==> src/rtl/irqc_pkg.sv <==
package irqc_pkg;
  localparam int DW    = 16;
  localparam int AW    = 3;
  localparam int NCORE = 6;
  localparam int VW    = $clog2(NCORE);

  localparam int SLOT_RX   = 0;
  localparam int SLOT_TX   = 1;
  localparam int SLOT_TMR  = 2;
  localparam int SLOT_PERI = 3;
  localparam int SLOT_SW0  = 4;
  localparam int SLOT_SW1  = 5;

  typedef enum logic [AW-1:0] {
    A_CMASK  = 3'd0,
    A_CPEND  = 3'd1,
    A_PMASK  = 3'd2,
    A_PPEND  = 3'd3,
    A_SWTRIG = 3'd4,
    A_MODE   = 3'd5
  } reg_addr_e;

  // lowest set index wins
  function automatic logic [VW-1:0] pick_lowest(input logic [NCORE-1:0] act);
    logic [VW-1:0] r;
    r = '0;
    for (int i = NCORE - 1; i >= 0; i--) begin
      if (act[i]) r = VW'(i);
    end
    return r;
  endfunction

  function automatic logic [NCORE-1:0] slot_decode(input logic en,
                                                   input logic [VW-1:0] idx);
    logic [NCORE-1:0] r;
    r = '0;
    for (int i = 0; i < NCORE; i++) begin
      if (en && idx == VW'(i)) r[i] = 1'b1;
    end
    return r;
  endfunction
endpackage

==> src/rtl/irqc_regs.sv <==
module irqc_regs
  import irqc_pkg::*;
#(
  parameter int NP = 11
) (
  input  logic             clk,
  input  logic             rst_n,
  input  logic             we,
  input  logic [AW-1:0]    addr,
  input  logic [DW-1:0]    wdata,
  input  logic [NCORE-1:0] cpend_view,
  input  logic [NP-1:0]    ppend,
  output logic [DW-1:0]    rdata,
  output logic [NCORE-1:0] cmask,
  output logic [NP-1:0]    pmask,
  output logic             mode_ext,
  output logic [NP-1:0]    pclr,
  output logic [1:0]       swset
);
  reg_addr_e a;
  assign a = reg_addr_e'(addr);

  logic wr_cmask, wr_pmask, wr_mode;
  assign wr_cmask = we && (a == A_CMASK);
  assign wr_pmask = we && (a == A_PMASK);
  assign wr_mode  = we && (a == A_MODE);

  always_ff @(posedge clk or negedge rst_n) begin
    if (!rst_n) begin
      cmask    <= '0;
      pmask    <= '0;
      mode_ext <= 1'b0;
    end else begin
      if (wr_cmask) cmask    <= wdata[NCORE-1:0];
      if (wr_pmask) pmask    <= wdata[NP-1:0];
      if (wr_mode)  mode_ext <= wdata[0];
    end
  end

  assign pclr  = (we && a == A_PPEND)  ? wdata[NP-1:0] : '0;
  assign swset = (we && a == A_SWTRIG) ? wdata[1:0]    : 2'b00;

  always_comb begin
    rdata = '0;
    case (a)
      A_CMASK: rdata = {{(DW-NCORE){1'b0}}, cmask};
      A_CPEND: rdata = {{(DW-NCORE){1'b0}}, cpend_view};
      A_PMASK: rdata = {{(DW-NP){1'b0}}, pmask};
      A_PPEND: rdata = {{(DW-NP){1'b0}}, ppend};
      A_MODE:  rdata = {{(DW-1){1'b0}}, mode_ext};
      default: rdata = '0;
    endcase
  end


  cmask_hold_chk: assert property (@(posedge clk) disable iff (!rst_n)
    !wr_cmask |=> $stable(cmask));

  pmask_hold_chk: assert property (@(posedge clk) disable iff (!rst_n)
    !wr_pmask |=> $stable(pmask));
endmodule

==> src/rtl/irqc_peri.sv <==
module irqc_peri #(
  parameter int NP = 11
) (
  input  logic          clk,
  input  logic          rst_n,
  input  logic [NP-1:0] src,
  input  logic [NP-1:0] clr,
  input  logic [NP-1:0] mask,
  output logic [NP-1:0] pend,
  output logic          line
);
  logic [NP-1:0] prev_q, pend_q, rise;

  assign rise = src & ~prev_q;

  always_ff @(posedge clk or negedge rst_n) begin
    if (!rst_n) begin
      prev_q <= '0;
      pend_q <= '0;
    end else begin
      prev_q <= src;
      pend_q <= (pend_q & ~clr) | rise;
    end
  end

  assign pend = pend_q;
  assign line = |(pend_q & mask);

  for (genvar i = 0; i < NP; i++) begin : g_chk

    rise_sets_chk: assert property (@(posedge clk) disable iff (!rst_n)
      rise[i] |=> pend_q[i]);

    clr_drops_chk: assert property (@(posedge clk) disable iff (!rst_n)
      (clr[i] && !rise[i]) |=> !pend_q[i]);

    quiet_hold_chk: assert property (@(posedge clk) disable iff (!rst_n)
      (!clr[i] && !rise[i]) |=> $stable(pend_q[i]));
  end
endmodule

==> src/rtl/irqc_core.sv <==
module irqc_core
  import irqc_pkg::*;
(
  input  logic             clk,
  input  logic             rst_n,
  input  logic             ser_rx,
  input  logic             ser_tx,
  input  logic [1:0]       ext_in,
  input  logic             mode_ext,
  input  logic             timer_in,
  input  logic             peri_line,
  input  logic [1:0]       swset,
  input  logic             ack,
  input  logic [VW-1:0]    ack_idx,
  input  logic [NCORE-1:0] cmask,
  output logic [NCORE-1:0] view,
  output logic [VW-1:0]    vec,
  output logic             valid
);
  logic [1:0]       ser_sel;
  logic [2:0]       hw_src, prev_q, hw_rise;
  logic [NCORE-1:0] pend_q, set_v, ack_v, act;

  assign ser_sel = mode_ext ? ext_in : {ser_tx, ser_rx};
  assign hw_src  = {timer_in, ser_sel};
  assign hw_rise = hw_src & ~prev_q;

  assign set_v = {swset, 1'b0, hw_rise};
  assign ack_v = slot_decode(ack, ack_idx);

  always_ff @(posedge clk or negedge rst_n) begin
    if (!rst_n) begin
      prev_q <= '0;
      pend_q <= '0;
    end else begin
      prev_q <= hw_src;
      pend_q <= (pend_q & ~ack_v) | set_v;
    end
  end

  always_comb begin
    view = pend_q;
    view[SLOT_PERI] = peri_line;
  end

  assign act   = view & cmask;
  assign vec   = pick_lowest(act);
  assign valid = |act;


  vec_active_chk: assert property (@(posedge clk) disable iff (!rst_n)
    valid |-> (view[vec] && cmask[vec]));

  no_higher_chk: assert property (@(posedge clk) disable iff (!rst_n)
    valid |-> ((view & cmask & ((NCORE'(1) << vec) - NCORE'(1))) == '0));

  sw0_set_chk: assert property (@(posedge clk) disable iff (!rst_n)
    swset[0] |=> pend_q[SLOT_SW0]);

  sw1_set_chk: assert property (@(posedge clk) disable iff (!rst_n)
    swset[1] |=> pend_q[SLOT_SW1]);

  for (genvar i = 0; i < NCORE; i++) begin : g_ack
    if (i != SLOT_PERI) begin : g_on

      ack_clear_chk: assert property (@(posedge clk) disable iff (!rst_n)
        (ack_v[i] && !set_v[i]) |=> !pend_q[i]);
    end
  end
endmodule

==> src/rtl/irq_prio_ctrl.sv <==
module irq_prio_ctrl
  import irqc_pkg::*;
#(
  parameter int NPIO = 9
) (
  input  logic            clk,
  input  logic            rst_n,
  input  logic            reg_we,
  input  logic [2:0]      reg_addr,
  input  logic [15:0]     reg_wdata,
  output logic [15:0]     reg_rdata,
  input  logic            ser_rx_done,
  input  logic            ser_tx_done,
  input  logic [1:0]      ext_irq,
  input  logic            timer_tick,
  input  logic [NPIO-1:0] pio_in,
  input  logic            pwm_sync,
  input  logic            pwm_trip,
  input  logic            ack,
  input  logic [2:0]      ack_idx,
  output logic            peri_irq,
  output logic [2:0]      irq_vec,
  output logic            irq_valid
);
  localparam int NP = NPIO + 2;

  logic [NCORE-1:0] cmask, cview;
  logic [NP-1:0]    pmask, ppend, pclr, psrc;
  logic [1:0]       swset;
  logic             mode_ext;

  assign psrc = {pwm_trip, pwm_sync, pio_in};

  irqc_regs #(.NP(NP)) u_regs (
    .clk(clk), .rst_n(rst_n), .we(reg_we), .addr(reg_addr), .wdata(reg_wdata),
    .cpend_view(cview), .ppend(ppend), .rdata(reg_rdata), .cmask(cmask),
    .pmask(pmask), .mode_ext(mode_ext), .pclr(pclr), .swset(swset)
  );

  irqc_peri #(.NP(NP)) u_peri (
    .clk(clk), .rst_n(rst_n), .src(psrc), .clr(pclr), .mask(pmask),
    .pend(ppend), .line(peri_irq)
  );

  irqc_core u_core (
    .clk(clk), .rst_n(rst_n), .ser_rx(ser_rx_done), .ser_tx(ser_tx_done),
    .ext_in(ext_irq), .mode_ext(mode_ext), .timer_in(timer_tick),
    .peri_line(peri_irq), .swset(swset), .ack(ack), .ack_idx(ack_idx),
    .cmask(cmask), .view(cview), .vec(irq_vec), .valid(irq_valid)
  );


  peri_slot_chk: assert property (@(posedge clk) disable iff (!rst_n)
    (cmask[SLOT_PERI] && peri_irq && !cview[0] && !cview[1] && !cview[2])
      |-> (irq_valid && irq_vec == 3'd3));
endmodule

==> config.mk <==
export PLATFORM = sky130hd
export DESIGN_NAME = irq_prio_ctrl
export DESIGN_NICKNAME = d
export VERILOG_FILES = /design/src/rtl/irqc_pkg.sv /design/src/rtl/irqc_regs.sv /design/src/rtl/irqc_peri.sv /design/src/rtl/irqc_core.sv /design/src/rtl/irq_prio_ctrl.sv
export SDC_FILE = /design/constraint.sdc
export NUM_CORES = 1
export LEC_CHECK = 0
export ABC_AREA = 1
export BUFFER_PORTS_ARGS = -buffer_cell sky130_fd_sc_hd__buf_2
export CAP_MARGIN = 0
export CORE_UTILIZATION = 35
export CTS_CLUSTER_DIAMETER = 120
export DETAILED_ROUTE_END_ITERATION = 6
export SLEW_MARGIN = 0
export SYNTH_ARGS = -nofsm -noshare
export SYNTH_HDL_FRONTEND = slang
export SYNTH_HIERARCHICAL = 1
export SYNTH_SLANG_ARGS = --single-unit
==> constraint.sdc <==
create_clock -name clk -period 2.15 [get_ports clk]
set_clock_uncertainty 0.1 [all_clocks]
set_input_delay 0.43 -clock clk [delete_from_list [all_inputs] [get_ports clk]]
set_output_delay 0.43 -clock clk [all_outputs]
set_load 0.02 [all_outputs]
==> results.py, run 1 <==
metrics = {
    "status": {
        "status": "finished, final reports clean",
    },
    "synthesis": {
        "ys_types": 22,
        "async_reset_ff_share_pct": 100,
        "synth_seq_cells": 48,
        "syn_inst": 315,
        "ys_warn_count": 6,
        "synth-edff-count": 0,
        "synth_flop_cell": "dfrtp_1",
        "syn_area_per_cell_um2": 7.96,
        "seq_area_frac_synth_pct": 47.9,
        "syn_area_um2": 2510,
    },
    "clock_tree": {
        "path_clk_slew_ns": 0.10,
        "ctsHoldBuffers": 0,
        "cts_root_buffer": "clkbuf_8",
        "cts_buffers": 5,
        "ctsHtreeMaxLevel": 2,
        "clk_latency_ns": 0.30,
        "clockBufferDepth": 2,
        "cts_tree": "done",
        "cts.sinks": 48,
    },
    "sta": {
        "setup_viol": 0,
        "fin_crit_ns": 2.08,
        "drv_slew": 0,
        "finalCritPeriodShare_pct": 96.9,
        "hold_viol_final": 0,
        "fmax_mhz": 480,
        "rsz0062_at_grt": "yes",
        "slew-limit-headroom_pct": 60.6,
        "worstMarginPinSlew_ns": 0.591,
    },
    "route": {
        "ant_nets": 0,
        "drc": 0,
        "drt_iter0_markers": 96,
        "vias": 2052,
        "wl_per_cell_um": 11.4,
        "totalWireLength_um": 5430,
        "drt_pass1_iterations": 4,
        "viasPerCell": 4.30,
    },
    "layout": {
        "layout.nets": 422,
        "fin_util_pct": 44.4,
        "final_cells": 477,
        "antennaDiodeCount": 0,
        "synthToLayoutAreaGrowth_pct": 21.6,
        "drive_gt1_share_pct": 32.8,
    },
    "worst_setup_path": {
        "r2r-end": "u_core/pend_q[0]",
        "arrival_ns": 1.55,
        "cp_slowest_cell": "dfrtp_1",
        "rrSetupSlack_ns": 1.14,
        "required_ns": 1.62,
        "max_stage_delay_ns": 0.41,
        "start_kind": "register",
        "rr_worst_depth": 2,
        "crit_chain": "nand2_1 -> nand2_1 -> nor2_2 -> nand3_2 -> nand2_2 -> nand2_2 -> inv_2 -> nand4_1 -> buf_4",
        "crit_path_end_kind": "output port",
        "cp_num_buf_inv": 2,
        "critPathKind": "reg -> out",
        "cp_max_fo": 3,
        "cpLargestDelayFamily": "simple AND/OR/NAND/NOR gates",
        "rr_startpoint": "u_regs/mode_ext",
        "worstSetupStartpoint": "u_peri/pend[5]",
    },
    "global_routing": {
        "first_global_vias": 2032,
        "grt_start_max_net_pins": 26,
        "overflow": 0,
        "grtUsageTotal_pct": 16.0,
        "grt_pass1_wl_um": 9230,
        "antenna_found_initial": 0,
    },
    "power": {
        "irDropWorstVdd_mv": 0.301,
        "power_leakage_nw": 1.77,
        "powerDensity_nw_per_um2": 759,
        "power_w": 0.00231,
    },
    "floorplanning": {
        "die_width_um": 86.6,
        "start_util_pct": 36.5,
        "core_um2": 6870,
        "num_rows": 30,
        "die_h_um": 86.6,
        "io_pins": 63,
        "die_area_um2": 7510,
    },
    "place": {
        "port_buffers": 52,
        "gp_congestion": 0.787,
        "place_hpwl_um": 3950,
        "post-place-cells": 458,
    },
    "job": {
        "drv_cap": 0,
    },
    "worst_hold_path": {
        "hp-class": "in -> async",
    },
}
[synth_stat cells (3+ instances only)]
cell type  instances  area [um^2]
nand2_1           91          342
inv_1             64          240
dfrtp_1           48         1200
nor2_1            24         90.1
o21ai_2           17          149
o22ai_1           11         68.8
nor2_2            10         62.6
o21ai_0           10         50.1
buf_4              8         60.1
nand2_2            7         43.8
nand3_1            5         25.0
nand4_1            4         25.0
nor2_4             3         33.8
[stage by stage]
| step | worst slack (ns) | hold WS [ns] | cell area [um^2] | setup TNS, ns |
|---|---|---|---|---|
| 6_report | 0.0675 | 0.0219 | 3050 | 0 |
| 5_1_grt | -0.0324 | 0.0451 | 3050 | -0.0710 |
| 4_1_cts | 0.00238 | 0.0281 | 3040 | 0 |
| 3_5_place_dp | 0.209 | 0.309 | 2830 | 0 |
| 3_3_place_gp | 0.227 | 0.300 | 2830 | 0 |
| 2_1_floorplan | 0.247 | 0.0344 | 2520 | 0 |
[layout make-up]
cell class              instances  area (um^2)
fillers                       746         3820
flip-flops and latches         48         1200
multi-input cells             193          982
repair buffers                 65          375
inverters                      67          254
well taps                      96          120
clock buffers                   5         68.8
clock inverters                 3         46.3
[sequential cells by signal (all words and copies together) (netlist names)]
name	count
u_peri/pend	11
u_regs/cmask	6
u_core/pend_q	5
u_core/prev_q	3
u_regs/pmask	11
u_peri/prev_q	11
u_regs/mode_ext	1
[cells by family after synthesis]
kind of cell	after synthesis	synth area share [%]
and+or+nand+nor	148	26.5
other	1	0.150
buffers and inverters	78	14.2
AOI/OAI and AO/OA	40	11.2
DFF	48	47.9
[report_power, final]
group / switching [W] / internal, W / total [W] / leakage (nW)
registers: 0.0000795 / 0.00101 / 0.00109 / 0.546
clock network: 0.000319 / 0.000351 / 0.000670 / 0.0548
logic: 0.000334 / 0.000219 / 0.000553 / 1.17
[cell usage in the layout (no fill, tap or decap), types with 2 or more instances in the layout]
cell and instances:
buf_2 50, buf_4 14, clkbuf_8 5, conb_1 5, dfrtp_1 48, inv_1 63
inv_2 3, nand2_1 89, nand2_2 9, nand2_4 2, nand3_1 4, nand4_1 4
nor2_1 21, nor2_2 13, nor2_4 3, nor3_2 2, o21ai_0 10, o21ai_2 17
o22ai_1 11
[layer usage]
| layer | part of all wire, % | GRT usage [%] | vias to the layer above |
|---|---|---|---|
| met5 | 0 | 0 | - |
| met4 | 0.44 | 5.00 | 0 |
| met3 | 2.5 | 2.38 | 2 |
| met2 | 52 | 27.6 | 36 |
| met1 | 45 | 20.6 | 946 |
| li1 | - | - | 1068 |
[worst max path at each step]
stage	endpoint	slack (ns)	cells past startpoint
2_1_floorplan	irq_vec[2]	0.25	7
3_3_place_gp	reg_rdata[1]	0.23	8
3_5_place_dp	reg_rdata[1]	0.21	8
4_1_cts	irq_vec[2]	0.002	8
5_1_grt	irq_valid	-0.03	9
6_report	irq_valid	0.07	9
[what timing repair did]
item / CTS / global route
pin swaps: 1 / 4
endpoints found under the setup margin: 4 / 3
setup buffers: 10 / 1
gates resized for setup: 6 / 3
No activity file was read; power rests on OpenSTA's default activity.
==> run 2, diff against run 1 <==
- CAP_MARGIN: 0 -> default
- SYNTH_HIERARCHICAL: 1 -> default
==> results.py, run 2 <==
metrics = {
    "place": {
        "place_hpwl_um": 3550,
        "postPlaceCellArea_um2": 2540,
        "pre_cts_ws_ns": 0.231,
        "gp_congestion": 0.810,
        "port_buffers": 52,
    },
    "worst_hold_path": {
        "hold_start": "pio_in[7]",
        "min_to": "u_peri.prev_q[7]",
        "hp-class": "in -> reg",
        "hold_depth": 1,
    },
    "global_routing": {
        "antenna_found_initial": 0,
        "grtUsageTotal_pct": 16.8,
        "first_global_vias": 1798,
        "grt_start_max_net_pins": 30,
        "overflow": 0,
        "grt_pass1_wl_um": 8210,
    },
    "clock_tree": {
        "cts.sinks": 48,
        "cts_tree": "done",
        "path_clk_slew_ns": 0.09,
        "cts_setup_buffers": 0,
        "ctsHtreeMaxLevel": 2,
        "clockBufferDepth": 2,
        "clk_latency_ns": 0.30,
        "cts_buffers": 5,
        "cts_root_buffer": "clkbuf_8",
    },
    "worst_setup_path": {
        "start_kind": "register",
        "critPathKind": "reg -> out",
        "crit_path_end_kind": "output port",
        "r2r-end": "u_core.pend_q[0]",
        "max_stage_delay_ns": 0.41,
        "rr_startpoint": "u_regs.mode_ext",
        "rrSetupSlack_ns": 1.06,
        "arrival_ns": 1.52,
        "cpLargestDelayFamily": "simple AND/OR/NAND/NOR gates",
        "cp_num_buf_inv": 2,
        "crit_chain": "nand2_1 -> nand2_1 -> nor2_2 -> nand3_2 -> nand2_2 -> nand2_2 -> inv_2 -> nand4_1 -> buf_2",
        "rr_worst_depth": 4,
        "cp_slowest_cell": "dfrtp_1",
        "required_ns": 1.62,
        "cp_max_fo": 3,
    },
    "power": {
        "internal_power_w": 0.00154,
        "switchingPower_w": 0.000664,
        "power_w": 0.00221,
        "clockPowerShare_pct": 29.0,
        "combPwrFrac_pct": 21.2,
        "power_leakage_nw": 1.37,
        "powerDensity_nw_per_um2": 822,
        "irDropWorstVdd_mv": 0.406,
        "sw_frac_of_total_pct": 30.1,
        "power_frac_seq_pct": 49.8,
    },
    "layout": {
        "fin_util_pct": 44.8,
        "synthToLayoutAreaGrowth_pct": 22.3,
        "antennaDiodeCount": 0,
        "drive_gt1_share_pct": 28.2,
        "layout.nets": 357,
        "final_cell_mix": "nand2_1, buf_2, dfrtp_1",
        "fin_area_um2": 2690,
        "final_common_cell": "nand2_1",
    },
    "floorplanning": {
        "num_rows": 28,
        "start_util_pct": 36.6,
        "io_pins": 63,
        "die_h_um": 81.2,
        "core_um2": 5990,
        "die_area_um2": 6590,
        "die_width_um": 81.2,
    },
    "route": {
        "drc": 0,
        "totalWireLength_um": 4710,
        "drt_pass1_iterations": 4,
        "wl_per_cell_um": 12.1,
        "vias": 1813,
        "ant_nets": 0,
        "viasPerCell": 4.64,
        "drt_iter0_markers": 90,
    },
    "synthesis": {
        "syn_area_per_cell_um2": 8.54,
        "yosysTopAreaCellShare_pct": 54.7,
        "synth-edff-count": 0,
        "yosysMostFrequentCell": "nand2_1",
        "synth_flop_cell": "dfrtp_1",
        "async_reset_ff_share_pct": 100,
        "synthAdderAreaFrac_pct": 0,
        "syn_area_um2": 2190,
        "ys_types": 24,
        "synth_xor_area_share_pct": 0,
        "yosys.area_share.simple_pct": 19.2,
        "ys_warn_count": 0,
        "synth_area_leaders": "dfrtp_1, nand2_1, o21ai_1",
        "synth_compound_area_share_pct": 16.0,
        "synth.area.mux_share_pct": 0,
        "synth_common_cells": "nand2_1, dfrtp_1, o21ai_1",
        "seq_area_frac_synth_pct": 54.7,
        "synth_top_family_by_area": "simple AND/OR/NAND/NOR gates",
        "syn_inst": 257,
        "synth_seq_cells": 48,
        "synth_top_cell_by_area": "dfrtp_1",
    },
    "job": {
        "drv_cap": 0,
    },
    "sta": {
        "fmax_mhz": 488,
        "drv_slew": 0,
        "finalCritPeriodShare_pct": 95.2,
        "fin_crit_ns": 2.05,
        "setup_ws_ns": 0.103,
        "finalSetupTns_ns": 0,
        "hold_viol_final": 0,
        "setup_viol": 0,
        "rsz0062_at_grt": "yes",
    },
    "status": {
        "status": "finished, final reports clean",
    },
}
-- run 2: changes by cell type after synthesis, sizes merged --
cell / before / now
inv: 67 / 38
a21oi: 1 / 2
nand4: 4 / 7
a22o: 0 / 5
nand3: 5 / 4
o21ai: 28 / 52
o21bai: 0 / 1
nand2: 100 / 75
nor3: 2 / 3
o31ai: 0 / 1
or2: 0 / 3
o22ai: 11 / 0
nor2: 37 / 6
-- run 2: worst max-delay path by stage --
| stage | start | end | cells after the start |
|---|---|---|---|
| floorplan | u_peri.pend[1] | irq_vec[2] | 7 |
| global placement | reg_addr[1] | reg_rdata[0] | 10 |
| detailed placement | reg_addr[1] | reg_rdata[0] | 10 |
| CTS | u_peri.pend[10] | irq_valid | 9 |
| global route | u_regs.pmask[2] | irq_valid | 9 |
| finish | u_regs.pmask[2] | irq_valid | 9 |
-- run 2: cell families (layout without fill, tap and decap cells) --
family / Yosys count / in the layout
AOI/OAI and AO/OA: 61 / 61
buffers and inverters: 49 / 104
DFF: 48 / 48
other: 1 / 5
and+or+nand+nor: 98 / 98
-- run 2: repair_timing --
action / 4_1_cts / 5_1_grt
hold buffers: 1 / 0
gates resized for setup: 0 / 10
hold endpoints to repair: 19 / 0
endpoints found under the setup margin: 0 / 4
-- run 2: per-stage QoR --
stage	instances	hold slack [ns]
final	391	0.141
after CTS	391	0.130
after global routing	391	0.124
after global placement	382	0.294
after floorplan	261	0.0344
after detailed placement	382	0.297
-- run 2: layout make-up --
type | count | area (um^2)
clock buffers | 6 | 72.6
clock inverters | 2 | 35.0
fillers | 613 | 3310
inverters | 38 | 143
multi-input cells | 164 | 815
flip-flops and latches | 48 | 1200
well taps | 75 | 93.8
repair buffers | 58 | 325
-- run 2: routing by layer --
layer  vias up  wire length [um]  global-route usage, %  share of wire, %
met5         -                 0                      0                 0
met4         0                66                   5.89               1.4
met3         7               204                   3.71               4.3
met2        46              2220                   28.2                47
met1       835              2220                   21.2                47
li1        925                 -                      -                 -
-- run 2: power by group through the flow --
stage	Sequential [W]	Combinational (W)	Clock, W
after CTS	0.00110	0.000449	0.000666
after detailed placement	0.00112	0.000446	0
after global placement	0.00111	0.000436	0
final	0.00110	0.000467	0.000641
after floorplan	0.00109	0.000306	0
after global routing	0.00112	0.000536	0.000708
==> run 3, diff against run 2 <==
- ABC_AREA: 1 -> default
==> results.py, run 3 <==
metrics = {
    "global_routing": {
        "antenna_found_initial": 0,
        "grt_pass1_wl_um": 7730,
        "overflow": 0,
        "first_global_vias": 1604,
        "grtUsageTotal_pct": 15.8,
        "grt_start_max_net_pins": 49,
    },
    "sta": {
        "fin_crit_ns": 2.15,
        "worstMarginPinSlew_ns": 0.601,
        "rsz0062_at_grt": "yes",
        "fmax_mhz": 465,
        "drv_slew": 0,
        "setup_viol": 2,
        "slew-limit-headroom_pct": 59.9,
        "holdWs_ns": 0.116,
        "finalCritPeriodShare_pct": 100,
        "hold_viol_final": 0,
        "setup_ws_ns": -0.00274,
    },
    "synthesis": {
        "synth_flop_cell": "dfrtp_1",
        "synth-edff-count": 0,
        "synth.area.mux_share_pct": 18.4,
        "yosysTopAreaCellShare_pct": 53.0,
        "synth_seq_cells": 48,
        "seq_area_frac_synth_pct": 53.0,
        "synth_top_family_by_area": "multiplexers",
        "async_reset_ff_share_pct": 100,
        "synthAdderAreaFrac_pct": 0,
        "syn_inst": 201,
        "syn_area_um2": 2270,
        "synth_area_leaders": "dfrtp_1, mux2_2, mux4_1",
        "synth_compound_area_share_pct": 8.38,
        "synth_top_cell_by_area": "dfrtp_1",
        "synth_xor_area_share_pct": 0,
        "ys_warn_count": 0,
        "syn_area_per_cell_um2": 11.3,
        "yosys.area_share.simple_pct": 14.5,
        "ys_types": 31,
        "synth_common_cells": "dfrtp_1, nand2_1, mux2_2",
        "yosysMostFrequentCell": "dfrtp_1",
    },
    "route": {
        "totalWireLength_um": 4770,
        "vias": 1618,
        "wl_per_cell_um": 13.9,
        "drt_iter0_markers": 84,
        "drc": 0,
        "ant_nets": 0,
        "drt_pass1_iterations": 4,
        "viasPerCell": 4.70,
    },
    "layout": {
        "final_cells": 344,
        "fin_area_um2": 2820,
        "antennaDiodeCount": 0,
        "layout.nets": 310,
        "fin_util_pct": 46.2,
        "synthToLayoutAreaGrowth_pct": 24.1,
        "final_cell_mix": "dfrtp_1, buf_2, nand2_1",
        "drive_gt1_share_pct": 38.7,
        "n_fill_cell": 598,
        "final_common_cell": "dfrtp_1",
    },
    "worst_setup_path": {
        "crit_path_frequent_cell": "buf_4",
        "critPathKind": "reg -> out",
        "cp_slowest_cell": "dfrtp_1",
        "max_stage_delay_ns": 0.40,
        "crit_chain": "a22oi_2 -> nand4_1 -> o21ai_1 -> buf_4 -> and3_1 -> buf_4",
        "rrSetupSlack_ns": 0.99,
        "required_ns": 1.62,
        "crit_path_end_kind": "output port",
        "cp_max_fo": 4,
        "start_kind": "register",
        "rr_startpoint": "u_regs.mode_ext",
        "worstSetupStartpoint": "u_regs.pmask[1]",
        "arrival_ns": 1.62,
    },
    "place": {
        "postPlaceCellArea_um2": 2630,
        "gp_congestion": 0.796,
        "place_hpwl_um": 3580,
        "post-place-cells": 331,
        "port_buffers": 52,
    },
    "clock_tree": {
        "cts_tree": "done",
        "cts_root_buffer": "clkbuf_8",
        "clockBufferDepth": 2,
        "cts.sinks": 48,
        "cts_buffers": 5,
        "ctsHtreeMaxLevel": 2,
        "path_clk_slew_ns": 0.09,
        "ctsHoldBuffers": 0,
        "clk_latency_ns": 0.30,
    },
    "status": {
        "violations": "setup timing",
        "status": "finished, violations left",
    },
    "floorplanning": {
        "die_h_um": 82.5,
        "num_rows": 28,
        "start_util_pct": 37.2,
        "die_width_um": 82.5,
        "core_um2": 6100,
        "io_pins": 63,
        "die_area_um2": 6810,
    },
    "power": {
        "irDropWorstVdd_mv": 0.393,
        "power_leakage_nw": 1.35,
        "powerDensity_nw_per_um2": 780,
        "power_w": 0.00220,
    },
    "worst_hold_path": {
        "hp-class": "in -> async",
    },
    "job": {
        "drv_cap": 0,
    },
}
[run 3: repair_timing]
item	4_1_cts	5_1_grt
pin swaps	4	3
buffers inserted	2	3
setup endpoints to repair	4	7
resized for setup	9	7
[run 3: power by group]
part	total, W	switching [W]	internal [W]
clock network	0.000545	0.000282	0.000263
logic	0.000529	0.000250	0.000279
registers	0.00112	0.0000995	0.00102
[run 3: cell type report]
type | count | area (um^2) | area share, %
multi-input combinational | 133 | 992 | 35.2
tap | 75 | 93.8 | 3.33
timing repair buffer | 67 | 389 | 13.8
sequential | 48 | 1200 | 42.7
inverter | 13 | 48.8 | 1.73
clock buffer | 8 | 90.1 | 3.20
[run 3: worst max-delay path: cells and delay by family (launching register included)]
kind	cells	cell delay [ns]
AOI/OAI and AO/OA	2	0.36
DFF	1	0.40
buffers and inverters	2	0.28
and+or+nand+nor	2	0.28
[run 3: per-layer routing]
layer	vias up	global-route usage [%]	routed length (um)
met5	-	0	0
met4	0	5.17	57
met3	8	3.41	173
met2	32	25.1	2190
met1	759	21.3	2360
li1	819	-	-
[run 3: path summary, 6_finish.rpt]
| kind | end | cells past startpoint |
|---|---|---|
| min in group clk | u_peri.prev_q[3] | 1 |
| min | u_core.pend_q[0] | 2 |
| min reg2reg | u_peri.pend[1] | 1 |
| max in group asynchronous | u_regs.pmask[3] | 2 |
| max | irq_vec[2] | 6 |
| max reg2reg | u_core.pend_q[1] | 3 |
[run 3: kinds of logic after synthesis]
logic type / count (synthesis)
AND/OR/NAND/NOR: 66
buffers and inverters: 24
flip-flops: 48
AO/OA/AOI/OAI: 31
multiplexers: 31
other: 1
[run 3: through the flow]
| step | setup TNS (ns) | worst slack [ns] |
|---|---|---|
| 4_1_cts | -0.0797 | -0.0363 |
| 3_5_place_dp | 0 | 0.0905 |
| 6_report | -0.00389 | -0.00274 |
| 2_1_floorplan | 0 | 0.202 |
| 3_3_place_gp | 0 | 0.0899 |
| 5_1_grt | -0.338 | -0.0982 |
